$ cat src/rtl/dds_phase_pkg.sv
// Shared types for the DDS phase core.
// Assumes: nothing; holds only the control bit bundle.
package dds_phase_pkg;
    typedef struct packed {
        logic dither_en;
        logic autoclr_freq;
        logic autoclr_phase;
        logic clr_phase;
    } dds_ctl_t;
endpackage

$ cat src/rtl/dds_sync_tick.sv
// Divides the system clock: pulses tick on every DIV-th edge after reset.
// Assumes: DIV >= 2; reset synchronous, active low.
module dds_sync_tick #(
    parameter int DIV = 4
) (
    input  logic clk,
    input  logic rst_n,
    output logic tick
);
    localparam int CW = $clog2(DIV);
    localparam logic [CW-1:0] LAST = CW'(DIV - 1);

    logic [CW-1:0] cnt;

    // Free-running divider count, restarting at zero on reset.
    always_ff @(posedge clk) begin
        if (!rst_n)           cnt <= '0;
        else if (cnt == LAST) cnt <= '0;
        else                  cnt <= cnt + 1'b1;
    end

    assign tick = (cnt == LAST);
endmodule

$ cat src/rtl/dds_active_regs.sv
// Shadow-to-active transfer: copies staged words when load is high.
// Assumes: load is already qualified by the sync tick.
module dds_active_regs
    import dds_phase_pkg::*;
#(
    parameter int FTW_W = 32,
    parameter int POW_W = 14
) (
    input  logic             clk,
    input  logic             rst_n,
    input  logic             load,
    input  logic [FTW_W-1:0] ftw_in,
    input  logic [POW_W-1:0] pow_in,
    input  dds_ctl_t         ctl_in,
    output logic [FTW_W-1:0] ftw_q,
    output logic [POW_W-1:0] pow_q,
    output dds_ctl_t         ctl_q
);
    // Active register set, cleared on reset, refreshed on update.
    always_ff @(posedge clk) begin
        if (!rst_n) begin
            ftw_q <= '0;
            pow_q <= '0;
            ctl_q <= '0;
        end else if (load) begin
            ftw_q <= ftw_in;
            pow_q <= pow_in;
            ctl_q <= ctl_in;
        end
    end
endmodule

$ cat src/rtl/dds_phase_acc.sv
// Phase accumulator with hold-clear, event-clear and one-clock freeze.
// Assumes: priority hold_clr > evt_clr > freeze > normal advance.
module dds_phase_acc #(
    parameter int ACC_W = 32
) (
    input  logic             clk,
    input  logic             rst_n,
    input  logic [ACC_W-1:0] step,
    input  logic             hold_clr,
    input  logic             evt_clr,
    input  logic             freeze,
    output logic [ACC_W-1:0] acc
);
    // Accumulate the step each clock, wrapping at 2^ACC_W.
    always_ff @(posedge clk) begin
        if (!rst_n)        acc <= '0;
        else if (hold_clr) acc <= '0;
        else if (evt_clr)  acc <= '0;
        else if (freeze)   acc <= acc;
        else               acc <= acc + step;
    end
endmodule

$ cat src/rtl/dds_dither_lfsr.sv
// Galois LFSR dither source; emits OUT_W low bits, zero when disabled.
// Assumes: OUT_W <= LFSR_W, SEED non-zero, TAPS a maximal polynomial.
module dds_dither_lfsr #(
    parameter int              LFSR_W = 16,
    parameter int              OUT_W  = 13,
    parameter logic [LFSR_W-1:0] TAPS = 16'hB400,
    parameter logic [LFSR_W-1:0] SEED = 16'hACE1
) (
    input  logic             clk,
    input  logic             rst_n,
    input  logic             en,
    output logic [OUT_W-1:0] dither
);
    logic [LFSR_W-1:0] state;

    // Step the LFSR every clock so the sequence never stalls.
    always_ff @(posedge clk) begin
        if (!rst_n) state <= SEED;
        else        state <= (state >> 1) ^ (state[0] ? TAPS : '0);
    end

    assign dither = en ? state[OUT_W-1:0] : '0;
endmodule

$ cat src/rtl/dds_phase_core.sv
// DDS phase path: staged words, accumulator, offset add, dithered truncation.
// Assumes: io_update is synchronous to clk; auto-clear bits act as held
// before the update that triggers them.
module dds_phase_core
    import dds_phase_pkg::*;
#(
    parameter int ACC_W = 32,
    parameter int POW_W = 14,
    parameter int OUT_W = 19,
    parameter int DIV   = 4
) (
    input  logic             clk,
    input  logic             rst_n,
    input  logic             io_update,
    input  logic [ACC_W-1:0] ftw_stage,
    input  logic [POW_W-1:0] pow_stage,
    input  logic             ctl_clr_phase,
    input  logic             ctl_autoclr_phase,
    input  logic             ctl_autoclr_freq,
    input  logic             ctl_dither_en,
    output logic [OUT_W-1:0] phase_out
);
    localparam int DW = ACC_W - OUT_W;
    localparam int PW = ACC_W - POW_W;

    logic             sync_tick;
    logic             upd_evt;
    logic [ACC_W-1:0] ftw_act;
    logic [POW_W-1:0] pow_act;
    dds_ctl_t         ctl_stage;
    dds_ctl_t         ctl_act;
    logic [ACC_W-1:0] acc;
    logic [DW-1:0]    dither;
    logic [ACC_W-1:0] sum;

    assign ctl_stage = '{dither_en:     ctl_dither_en,
                         autoclr_freq:  ctl_autoclr_freq,
                         autoclr_phase: ctl_autoclr_phase,
                         clr_phase:     ctl_clr_phase};

    dds_sync_tick #(.DIV(DIV)) u_tick (
        .clk(clk), .rst_n(rst_n), .tick(sync_tick)
    );

    assign upd_evt = sync_tick & io_update;

    dds_active_regs #(.FTW_W(ACC_W), .POW_W(POW_W)) u_regs (
        .clk(clk), .rst_n(rst_n), .load(upd_evt),
        .ftw_in(ftw_stage), .pow_in(pow_stage), .ctl_in(ctl_stage),
        .ftw_q(ftw_act), .pow_q(pow_act), .ctl_q(ctl_act)
    );

    dds_phase_acc #(.ACC_W(ACC_W)) u_acc (
        .clk(clk), .rst_n(rst_n), .step(ftw_act),
        .hold_clr(ctl_act.clr_phase),
        .evt_clr(upd_evt & ctl_act.autoclr_phase),
        .freeze(upd_evt & ctl_act.autoclr_freq),
        .acc(acc)
    );

    dds_dither_lfsr #(.OUT_W(DW)) u_dith (
        .clk(clk), .rst_n(rst_n), .en(ctl_act.dither_en), .dither(dither)
    );

    // Offset sits at the top of the word; dither sits below the cut.
    assign sum = acc + {pow_act, {PW{1'b0}}} + {{OUT_W{1'b0}}, dither};

    // Register the truncated phase address.
    always_ff @(posedge clk) begin
        if (!rst_n) phase_out <= '0;
        else        phase_out <= sum[ACC_W-1 -: OUT_W];
    end
endmodule

$ cat config.mk
export PLATFORM = sky130hd
export DESIGN_NAME = dds_phase_core
export DESIGN_NICKNAME = d
export VERILOG_FILES = /design/src/rtl/dds_phase_pkg.sv /design/src/rtl/dds_sync_tick.sv /design/src/rtl/dds_active_regs.sv /design/src/rtl/dds_phase_acc.sv /design/src/rtl/dds_dither_lfsr.sv /design/src/rtl/dds_phase_core.sv
export SDC_FILE = /design/constraint.sdc
export NUM_CORES = 1
export LEC_CHECK = 0
export BUFFER_PORTS_ARGS = -buffer_cell sky130_fd_sc_hd__clkbuf_2
export CORE_AREA = 2 2 130 94
export CTS_CLUSTER_DIAMETER = 100
export DETAILED_ROUTE_END_ITERATION = 8
export DIE_AREA = 0 0 132 96
export GPL_TIMING_DRIVEN = 0
export PLACE_DENSITY = 0.82
export SLEW_MARGIN = 25
export SYNTH_ARGS = -nofsm -noshare
export SYNTH_HDL_FRONTEND = slang
export SYNTH_SLANG_ARGS = --single-unit
$ cat constraint.sdc
create_clock -name clk -period 3.6 [get_ports clk]
set_input_delay 0.54 -clock clk [delete_from_list [all_inputs] [get_ports clk]]
set_output_delay 0.54 -clock clk [all_outputs]
set_load 0.02 [all_outputs]
* Word level (Yosys, flattened, before mapping) *
Index checks and enable logic that the tools add are counted.

word-level totals
  bits of input ports = 53
  word-level logic and storage cells = 24
  memories kept = 0
  memory bits (read-only) = 0
  output and inout bits = 19
  bits in latches = 0
  memory bits (writable) = 0
  register bits = 119

operators by class
  add/subtract/negate cells = 4
  reduce and logical (&&, ||, !) cells = 2
  divide/modulo/power cells = 0
  bitwise gates (word level) = 5
  equality and inequality tests = 1
  multiplexer cells = 2
  magnitude comparators = 0
  shift-type cells = 0
  $mul = 0

operators by type and width
  cell                   count
  $add A32 B32 Y32       2
  $add A32 B13 Y32       1
  $mux W16               1
  $xor A15 B16 Y16       1
  $mux W13               1
  $and A1 B1 Y1          3
  $reduce_or A3 Y1       1
  $add A2 B1 Y2 const B  1
  $eq A2 B2 Y1 const B   1
  $reduce_or A2 Y1       1
  $not A1 Y1             1

* Longest topological paths before layout *
Gate-level depths: netlist of the first run.

  depth in word-level cells = 4
  mapped depth = 13
  mapped depth without buffers = 11

* Modules after synthesis *
From an unflattened synthesis of the first run, not the netlist that was laid out.

second synthesis, totals
  cells, all modules = 850
  area, all modules = 7344.5 sq um

modules (own cells, without submodules)
  module           area each (sq um)  sequential area each (sq um)  instances  cells each
  dds_phase_acc    3005.4             640.6                         1          394
  dds_active_regs  1919.3             1001.0                        1          161
  dds_phase_core   1809.2             380.4                         1          240
  dds_dither_lfsr  536.8              320.3                         1          50
  dds_sync_tick    73.8               40.0                          1          5

* Least setup slack after synthesis of the first run *
OpenSTA, ideal clock, no wires.

  path type = register to register
  start = register u_regs.ctl_q[3] (netlist name)
  end = register phase_out[12]
  period minus slack after synthesis = 2.779 ns
  slack = 0.821 ns
  cell stages (with the launch flop) = 14
  required time = 3.485 ns
  setup time = 0.115 ns
  data arrival time = 2.664 ns
  buffers on the path = 2
  path through = dfxtp_1 > clkbuf_1 > and2_1 > ha_1 > a21o_1 > a21o_1 > a21o_1 > a21oi_1 > o31ai_1 > and3_1 > clkbuf_1 > a41oi_1 > xnor2_1 > and2_1

between the ends
  word-level cells in the longest chain between the ends = 2

RTL lines
  item                      line                   text
  start: declaration        dds_active_regs.sv:17  output dds_ctl_t ctl_q
  start signal: assignment  dds_active_regs.sv:28  ctl_q <= ctl_in;
  $mux W13                  dds_dither_lfsr.sv:22  assign dither = en ? state[OUT_W-1:0] : '0;
  $add A32 B13 Y32          dds_phase_core.sv:66   assign sum = acc + {pow_act, {PW{1'b0}}} + {{OUT_W{1'b0}}, dither};
  end signal: assignment    dds_phase_core.sv:71   else phase_out <= sum[ACC_W-1 -: OUT_W];
  end: declaration          dds_phase_core.sv:21   output logic [OUT_W-1:0] phase_out

Every way passes these cells.
A chain may end at the register's enable or synchronous reset.

* Worst setup path after layout of the first run *
  start = register u_acc.acc[0]
  end = register u_acc.acc[26]

between the ends
  word-level cells in the longest chain between the ends = 1

RTL lines
  item                      line                 text
  start: declaration        dds_phase_acc.sv:12  output logic [ACC_W-1:0] acc
  start signal: assignment  dds_phase_acc.sv:20  else acc <= acc + step;
  $add A32 B32 Y32          dds_phase_acc.sv:20

Every way passes these cells.

==> out/metrics.cfg, run 1 <==
[yosys]
ys_seq_area_share_pct = 36.3
syn-num-nets = 892
syn_area_per_cell_um2 = 8.40
syn_inst = 781
synthArstFlopShare_pct = 0
yosys_register_bits = 119
syn-cell-area_mm2 = 0.00656
yosys_most_used_dff = dfxtp_1
synth-edff-count = 0
yosysUniqueCellTypes = 61
yosys_warnings = 0

[drt]
ant_nets = 0
vias_per_cell = 5.52
drcViolationCount = 0
drt_iter0_drc = 411
post_drt_wl_per_cell_um = 15.4
vias = 5744
dr.pass1.iters = 5
wl_um = 16100

[sta]
worst_slew_pin_slew_ns = 0.691
fin_tns_setup_ns = 0
clock.fmax_ghz = 0.312
timing.final.crit_period_ns = 3.20
setup_viol = 0
min_period_over_period_pct = 88.9
setup_slack_ns = 0.398
rsz0062_at_grt = false
hold_slack_ns = 0.345
fin_worst_skew_ns = 0.0132
report.final.slew_viol_count = 0
hold_viol = 0
relSlewSlack_pct = 53.9

[global_routing]
grt_pass1_wl_um = 26600
grt_pass1_vias = 5336
antenna_found_initial = 0
grt_max_degree = 17
grtUsageTotal_pct = 26.9
overflow = 0

[placement]
port_buffers = 71
place_area_mm2 = 0.00712
gp_congestion = 0.918
dp_slack_ns = 0.212
dpl.hpwl_um = 11900
placed_cells = 1009

[setup_path]
critPathLaunchType = flip-flop
worstSetupEndpointType = flip-flop
cpMostUsedCell = o21ai_1
path_cells = ha_1, fa_1, a21o_1, a31oi_1, o21ai_1, a311oi_1, a2111o_1, o21ai_1, a21oi_1, xor2_1, o21ai_1
cp.arrival_ns = 3.51
worstSetupPathType = reg2reg
cp_slowest_stage_delay_ns = 0.56
worst_path_max_delay_cell = a311oi_1
worstPathRequired_ns = 3.91
cp_max_fo = 3

[cts]
cts_buffers = 17
ctsLongestPathBuffers = 2
clk_pin_slew_ns = 0.06
htreeDepth = 4
ctsHoldBuffers = 0
cts_root_buffer = clkbuf_16
cts_tree = built
clkSinkCount = 119
insertion_delay_ns = 0.43

[hold_path]
hold_class = in2reg

[cells_and_area]
layout.cells.non_filler = 1040
multi_input_area_mm2 = 0.00401
regArea_mm2 = 0.00238
fin_area_mm2 = 0.00767
drive_above_1_share_pct = 13.0
syn_to_final_growth_pct = 16.8
utilization_pct = 67.0
antenna-diode-count = 0
fill_cells = 946
nets = 982

[floorplanning]
start_util_pct = 57.4
coreArea_mm2 = 0.0114
dieArea_mm2 = 0.0127
row_count = 33
die_x_um = 132
fp.dieH_um = 96
io_pins = 72

[status]
status = complete, no violations

[job]
drv_cap = 0

[power_and_ir_drop]
leakage_nw = 3.60
totalPowerFinal_mw = 3.20
ir_drop_uv = 372
power.density_mw_per_mm2 = 417

==> critical path: cells and delay by family (launching register included) <==
kind	cells	cell delay (ns)
flip-flops	1	0.33
XOR/XNOR	1	0.18
adder cells (fa/ha/maj)	2	0.67
AO/OA/AOI/OAI	8	1.90
==> metal layers <==
layer / part of all wire [%] / track usage, % / vias to the layer above
met4: 1.3 / 8.51 / 0
met2: 41 / 39.7 / 193
met3: 7.3 / 6.27 / 20
met1: 51 / 38.7 / 2617
met5: 0 / 0 / -
li1: - / - / 2914
==> placed cells by master, fill, tap and decap left out, types with 5 or more instances in the layout <==
| cell | Yosys | layout |
|---|---|---|
| and2_1 | 38 | 38 |
| nor2_1 | 23 | 23 |
| xor2_1 | 14 | 14 |
| o21ai_0 | 11 | 11 |
| clkbuf_16 | 0 | 17 |
| clkbuf_2 | 0 | 71 |
| inv_1 | 9 | 9 |
| a21boi_0 | 51 | 51 |
| nor3_1 | 6 | 6 |
| dfxtp_1 | 119 | 119 |
| nand3_1 | 13 | 13 |
| nand2_1 | 168 | 168 |
| nand2b_1 | 8 | 8 |
| nor2b_1 | 6 | 6 |
| a211oi_1 | 5 | 5 |
| clkbuf_1 | 31 | 32 |
| xnor2_1 | 31 | 31 |
| a21oi_1 | 60 | 60 |
| or3_1 | 6 | 6 |
| ha_1 | 57 | 57 |
| a21o_1 | 32 | 32 |
| nand4_1 | 6 | 6 |
| and3_1 | 10 | 10 |
| clkinvlp_4 | 0 | 5 |
| a31oi_1 | 6 | 6 |
| o21ai_1 | 12 | 12 |
==> synth_stat cells (all sizes together), types with 5 or more instances <==
cell type / number / share of area (%)
nand2: 169 / 9.8
a211oi: 5 / 0.57
ha: 57 / 11
a31oi: 6 / 0.57
a21boi: 52 / 6.0
inv: 9 / 0.51
nor2: 23 / 1.3
xnor2: 31 / 4.1
and3: 10 / 0.95
nand3: 13 / 0.99
clkbuf: 31 / 1.8
nor3: 6 / 0.46
dfxtp: 119 / 36
a21o: 34 / 4.0
or3: 6 / 0.57
nand2b: 8 / 0.76
buf: 5 / 0.36
xor2: 14 / 1.9
nor2b: 6 / 0.57
nand4: 6 / 0.57
o21ai: 23 / 1.8
and2: 39 / 3.7
a21oi: 60 / 4.6
==> layout make-up <==
type | instances | area share [%]
inverter | 9 | 0.441
timing repair buffer | 71 | 4.63
buffer | 36 | 1.83
sequential | 119 | 31.1
tap | 157 | 2.56
clock buffer | 19 | 5.78
multi-input combinational | 617 | 52.3
clock inverter | 12 | 1.37
==> worst paths after layout <==
check	from	to	slack, ns	depth (start not counted)
setup / recovery	u_acc.acc[0]$_SDFFE_PP0N_	u_acc.acc[26]$_SDFFE_PP0N_	0.40	11
hold reg to reg	u_dith.state[6]$_SDFF_PN1_	u_dith.state[5]$_SDFF_PN1_	0.43	1
setup reg to reg	u_acc.acc[0]$_SDFFE_PP0N_	u_acc.acc[26]$_SDFFE_PP0N_	0.40	11
hold / removal	ftw_stage[13]	u_regs.ftw_q[13]$_SDFFE_PN0P_	0.35	3
==> report_power, final <==
part           leakage, nW  internal [mW]  switching, mW
Sequential           0.965           1.36         0.0316
Clock                0.257          0.958          0.626
Combinational         2.38         0.0964          0.125
Total                 3.60           2.41          0.783
==> registers in the layout (all words and copies together) (netlist names) <==
name,count
u_regs.ctl_q,4
u_tick.cnt,2
u_acc.acc,32
u_dith.state,16
phase_out,19
u_regs.ftw_q,32
u_regs.pow_q,14
==> cell families (layout without fill, tap and decap cells) <==
family	after synthesis	in the layout	synth area share, %
and+or+nand+nor	298	298	21.3
muxes	2	2	0.324
adders and majority gates	58	58	11.2
DFF	119	119	36.3
AOI/OAI and AO/OA	214	214	22.3
buffers and inverters	45	147	2.65
xor gates and xnor gates	45	45	6.00
==> repair_timing <==
item	CTS	global route
endpoints found under the setup margin	0	3
setup buffers	0	0
resized for setup	0	1
(Power assumes the default switching activity.)
==> run 2: changes to the inputs <==
--- a/config.mk
+++ b/config.mk
@@ -12,6 +12,7 @@
 export DIE_AREA = 0 0 132 96
 export GPL_TIMING_DRIVEN = 0
 export PLACE_DENSITY = 0.82
+export REMOVE_ABC_BUFFERS = 1
 export SLEW_MARGIN = 25
 export SYNTH_ARGS = -nofsm -noshare
 export SYNTH_HDL_FRONTEND = slang
==> run 2 against run 1 <==
Combinational power shrank 4%. Die area is the same. Clock power grew 6%. Clock-buffer cell count grew 4. Largest power group unchanged. Setup slack gained 0.093 ns. Flip-flop and latch count is the same. Clock skew shrank 0.0068 ns. Routed wire length shrank 9.8%. Register-to-register slack gained 0.09 ns. Sequential share of layout area grew 0.17 points. Total power grew 2.2%. Final cell count shrank 3.2%.
==> out/metrics.cfg, run 2 (synthesized netlist as in run 1, its figures left out) <==
[cells_and_area]
largestRegisters = u_acc.acc x32, u_regs.ftw_q x32, phase_out x19
drive_above_1_share_pct = 14.0  ; +0.98 points
final_cell_mix = nand2_1 (166), dfxtp_1 (119), clkbuf_2 (70), a21oi_1 (60), ha_1 (57)
antenna-diode-count = 0  ; unchanged
utilization_pct = 66.7  ; -0.37 points
fill_cells = 951  ; +0.53%
syn_to_final_growth_pct = 16.2
nets = 949  ; -3.4%
final_common_cell = nand2_1

[floorplanning]
fp.dieH_um = 96  ; unchanged
die_x_um = 132  ; unchanged
start_util_pct = 57.4  ; unchanged
coreArea_mm2 = 0.0114  ; unchanged
io_pins = 72  ; unchanged
row_count = 33  ; unchanged
dieArea_mm2 = 0.0127  ; unchanged

[sta]
setup_slack_ns = 0.491  ; +0.0929 ns
worst_slew_pin_slew_ns = 0.772  ; +0.0809 ns
fin_worst_skew_ns = 0.00644  ; -0.00677 ns
setup_viol = 0  ; unchanged
fin_tns_setup_ns = 0  ; unchanged
hold_viol = 0  ; unchanged
rsz0062_at_grt = false
report.final.slew_viol_count = 0  ; unchanged
clock.fmax_ghz = 0.322  ; +3.0%
timing.final.crit_period_ns = 3.11  ; -0.0929 ns
relSlewSlack_pct = 48.5  ; -5.4 points
min_period_over_period_pct = 86.4  ; -2.6 points

[placement]
dpl.hpwl_um = 10100  ; -15%
dp_slack_ns = 0.345  ; +0.133 ns
port_buffers = 71  ; unchanged
gp_congestion = 0.893  ; -2.7%

[drt]
wl_met3_um = 1050  ; -10%
ant_nets = 0  ; unchanged
dr.pass1.iters = 5  ; unchanged
topRoutingLayerUsed = met4
wl_um = 14500  ; -9.8%
routed-wl-met2_um = 5830  ; -11%
drt_iter0_drc = 412  ; +0.24%
m1WireLength_um = 7370  ; -9.5%
post_drt_wl_per_cell_um = 14.4  ; -6.9%
vias = 5538  ; -3.6%
drcViolationCount = 0  ; unchanged
vias_per_cell = 5.50  ; -0.43%

[cts]
ctsLongestPathBuffers = 2  ; unchanged
clk_pin_slew_ns = 0.05  ; about the same
cts_tree = built
htreeDepth = 4  ; unchanged
insertion_delay_ns = 0.41  ; -0.02 ns
cts_buffers = 17  ; unchanged
ctsResizeCount = 0  ; unchanged
post-cts-setup-buffers = 0  ; unchanged
ctsHoldBuffers = 0  ; unchanged
clkSinkCount = 119  ; unchanged
cts_root_buffer = clkbuf_16

[global_routing]
grtUsageTotal_pct = 24.0  ; -2.8 points
grt_pass1_wl_um = 24300  ; -8.7%
grt_pass1_vias = 5099  ; -4.4%
antenna_found_initial = 0  ; unchanged
grt_max_degree = 94  ; +77
overflow = 0  ; unchanged

[setup_path]
worstPathRequired_ns = 3.86  ; -0.05 ns
worstSetupPathType = reg2reg
cpLargestDelayFamily = compound AO/OA/AOI/OAI gates
path_buf_inv = 0  ; unchanged
cp_max_fo = 3  ; unchanged
worstSetupEndpointType = flip-flop
worst_path_max_delay_cell = a311oi_1
cpMostUsedCell = a21oi_1
reg2reg_depth = 11  ; unchanged
cp.arrival_ns = 3.37  ; -0.14 ns
crit_cells = 11  ; unchanged
path_cells = ha_1, fa_1, a21o_1, a31oi_1, o21ai_1, a311oi_1, a2111o_1, o22a_1, a21oi_1, xnor2_1, a21oi_1
cp_slowest_stage_delay_ns = 0.53  ; -0.03 ns
r2r_end = u_acc.acc[30]$_SDFFE_PP0N_
r2r_start = u_regs.ftw_q[0]$_SDFFE_PN0P_
rrSetupSlack_ns = 0.49  ; +0.09 ns
critPathLaunchType = flip-flop

[job]
drv_cap = 0  ; unchanged

[hold_path]
hold_path_depth = 3  ; unchanged
hold_class = in2reg
hold_path_end = u_regs.pow_q[9]$_SDFFE_PN0P_
hold_start = pow_stage[9]

[power_and_ir_drop]
power.density_mw_per_mm2 = 429  ; +2.8%
leakage_nw = 3.61  ; +0.24%
totalPowerFinal_mw = 3.27  ; +2.2%
ir_drop_uv = 333  ; -11%

[status]
status = complete, no violations

-- run 2: worst max-delay path by stage --
| stage | startpoint | endpoint |
|---|---|---|
| after detailed placement | u_regs.ctl_q[3]$_SDFFE_PN0P_ | phase_out[12]$_SDFF_PN0_ |
| after floorplan | io_update | u_acc.acc[31]$_SDFFE_PP0N_ |
| after CTS | u_regs.ctl_q[3]$_SDFFE_PN0P_ | phase_out[12]$_SDFF_PN0_ |
| after global placement | io_update | u_acc.acc[31]$_SDFFE_PP0N_ |
| final | u_regs.ftw_q[0]$_SDFFE_PN0P_ | u_acc.acc[30]$_SDFFE_PP0N_ |
| after global routing | u_regs.ftw_q[0]$_SDFFE_PN0P_ | u_acc.acc[30]$_SDFFE_PP0N_ |
-- run 2: final cells by class --
cell class / count / area, um^2 / area share, %
repair buffers: 74 / 409 / 5.37
clock buffers: 23 / 488 / 6.40
clock inverters: 8 / 96.3 / 1.26
well taps: 157 / 196 / 2.58
multi-input cells: 617 / 4020 / 52.7
inverters: 9 / 33.8 / 0.443
flip-flops and latches: 119 / 2380 / 31.2
-- run 2: layer usage --
| layer | global-route usage, % | up-vias |
|---|---|---|
| met2 | 36.0 | 198 |
| met1 | 34.2 | 2477 |
| met3 | 6.00 | 23 |
| met4 | 6.97 | 0 |
| met5 | 0 | - |
| li1 | - | 2840 |
-- run 2: worst register-to-register path, stage by stage (launching register included) --
cell      delay [ns]
dfxtp_1         0.31
ha_1            0.23
fa_1            0.41
a21o_1          0.22
a31oi_1         0.29
o21ai_1         0.12
a311oi_1        0.53
a2111o_1        0.32
o22a_1          0.17
a21oi_1         0.09
xnor2_1         0.17
a21oi_1         0.10
-- run 2: power breakdown --
| group | total [mW] | switching (mW) | leakage, nW | internal [mW] |
|---|---|---|---|---|
| sequential | 1.39 | 0.0291 | 0.965 | 1.36 |
| clock | 1.67 | 0.582 | 0.289 | 1.08 |
| combinational | 0.213 | 0.116 | 2.35 | 0.0967 |
| total | 3.27 | 0.727 | 3.61 | 2.54 |
-- run 2: per-stage QoR --
| step | hold WS (ns) | instance area [um^2] | instances |
|---|---|---|---|
| floorplan | 0.402 | 6420 | 745 |
| finish | 0.363 | 7630 | 1007 |
| CTS | 0.354 | 7620 | 1007 |
| global route | 0.363 | 7630 | 1007 |
| detailed placement | 0.416 | 7040 | 976 |
| global placement | 0.406 | 6980 | 973 |
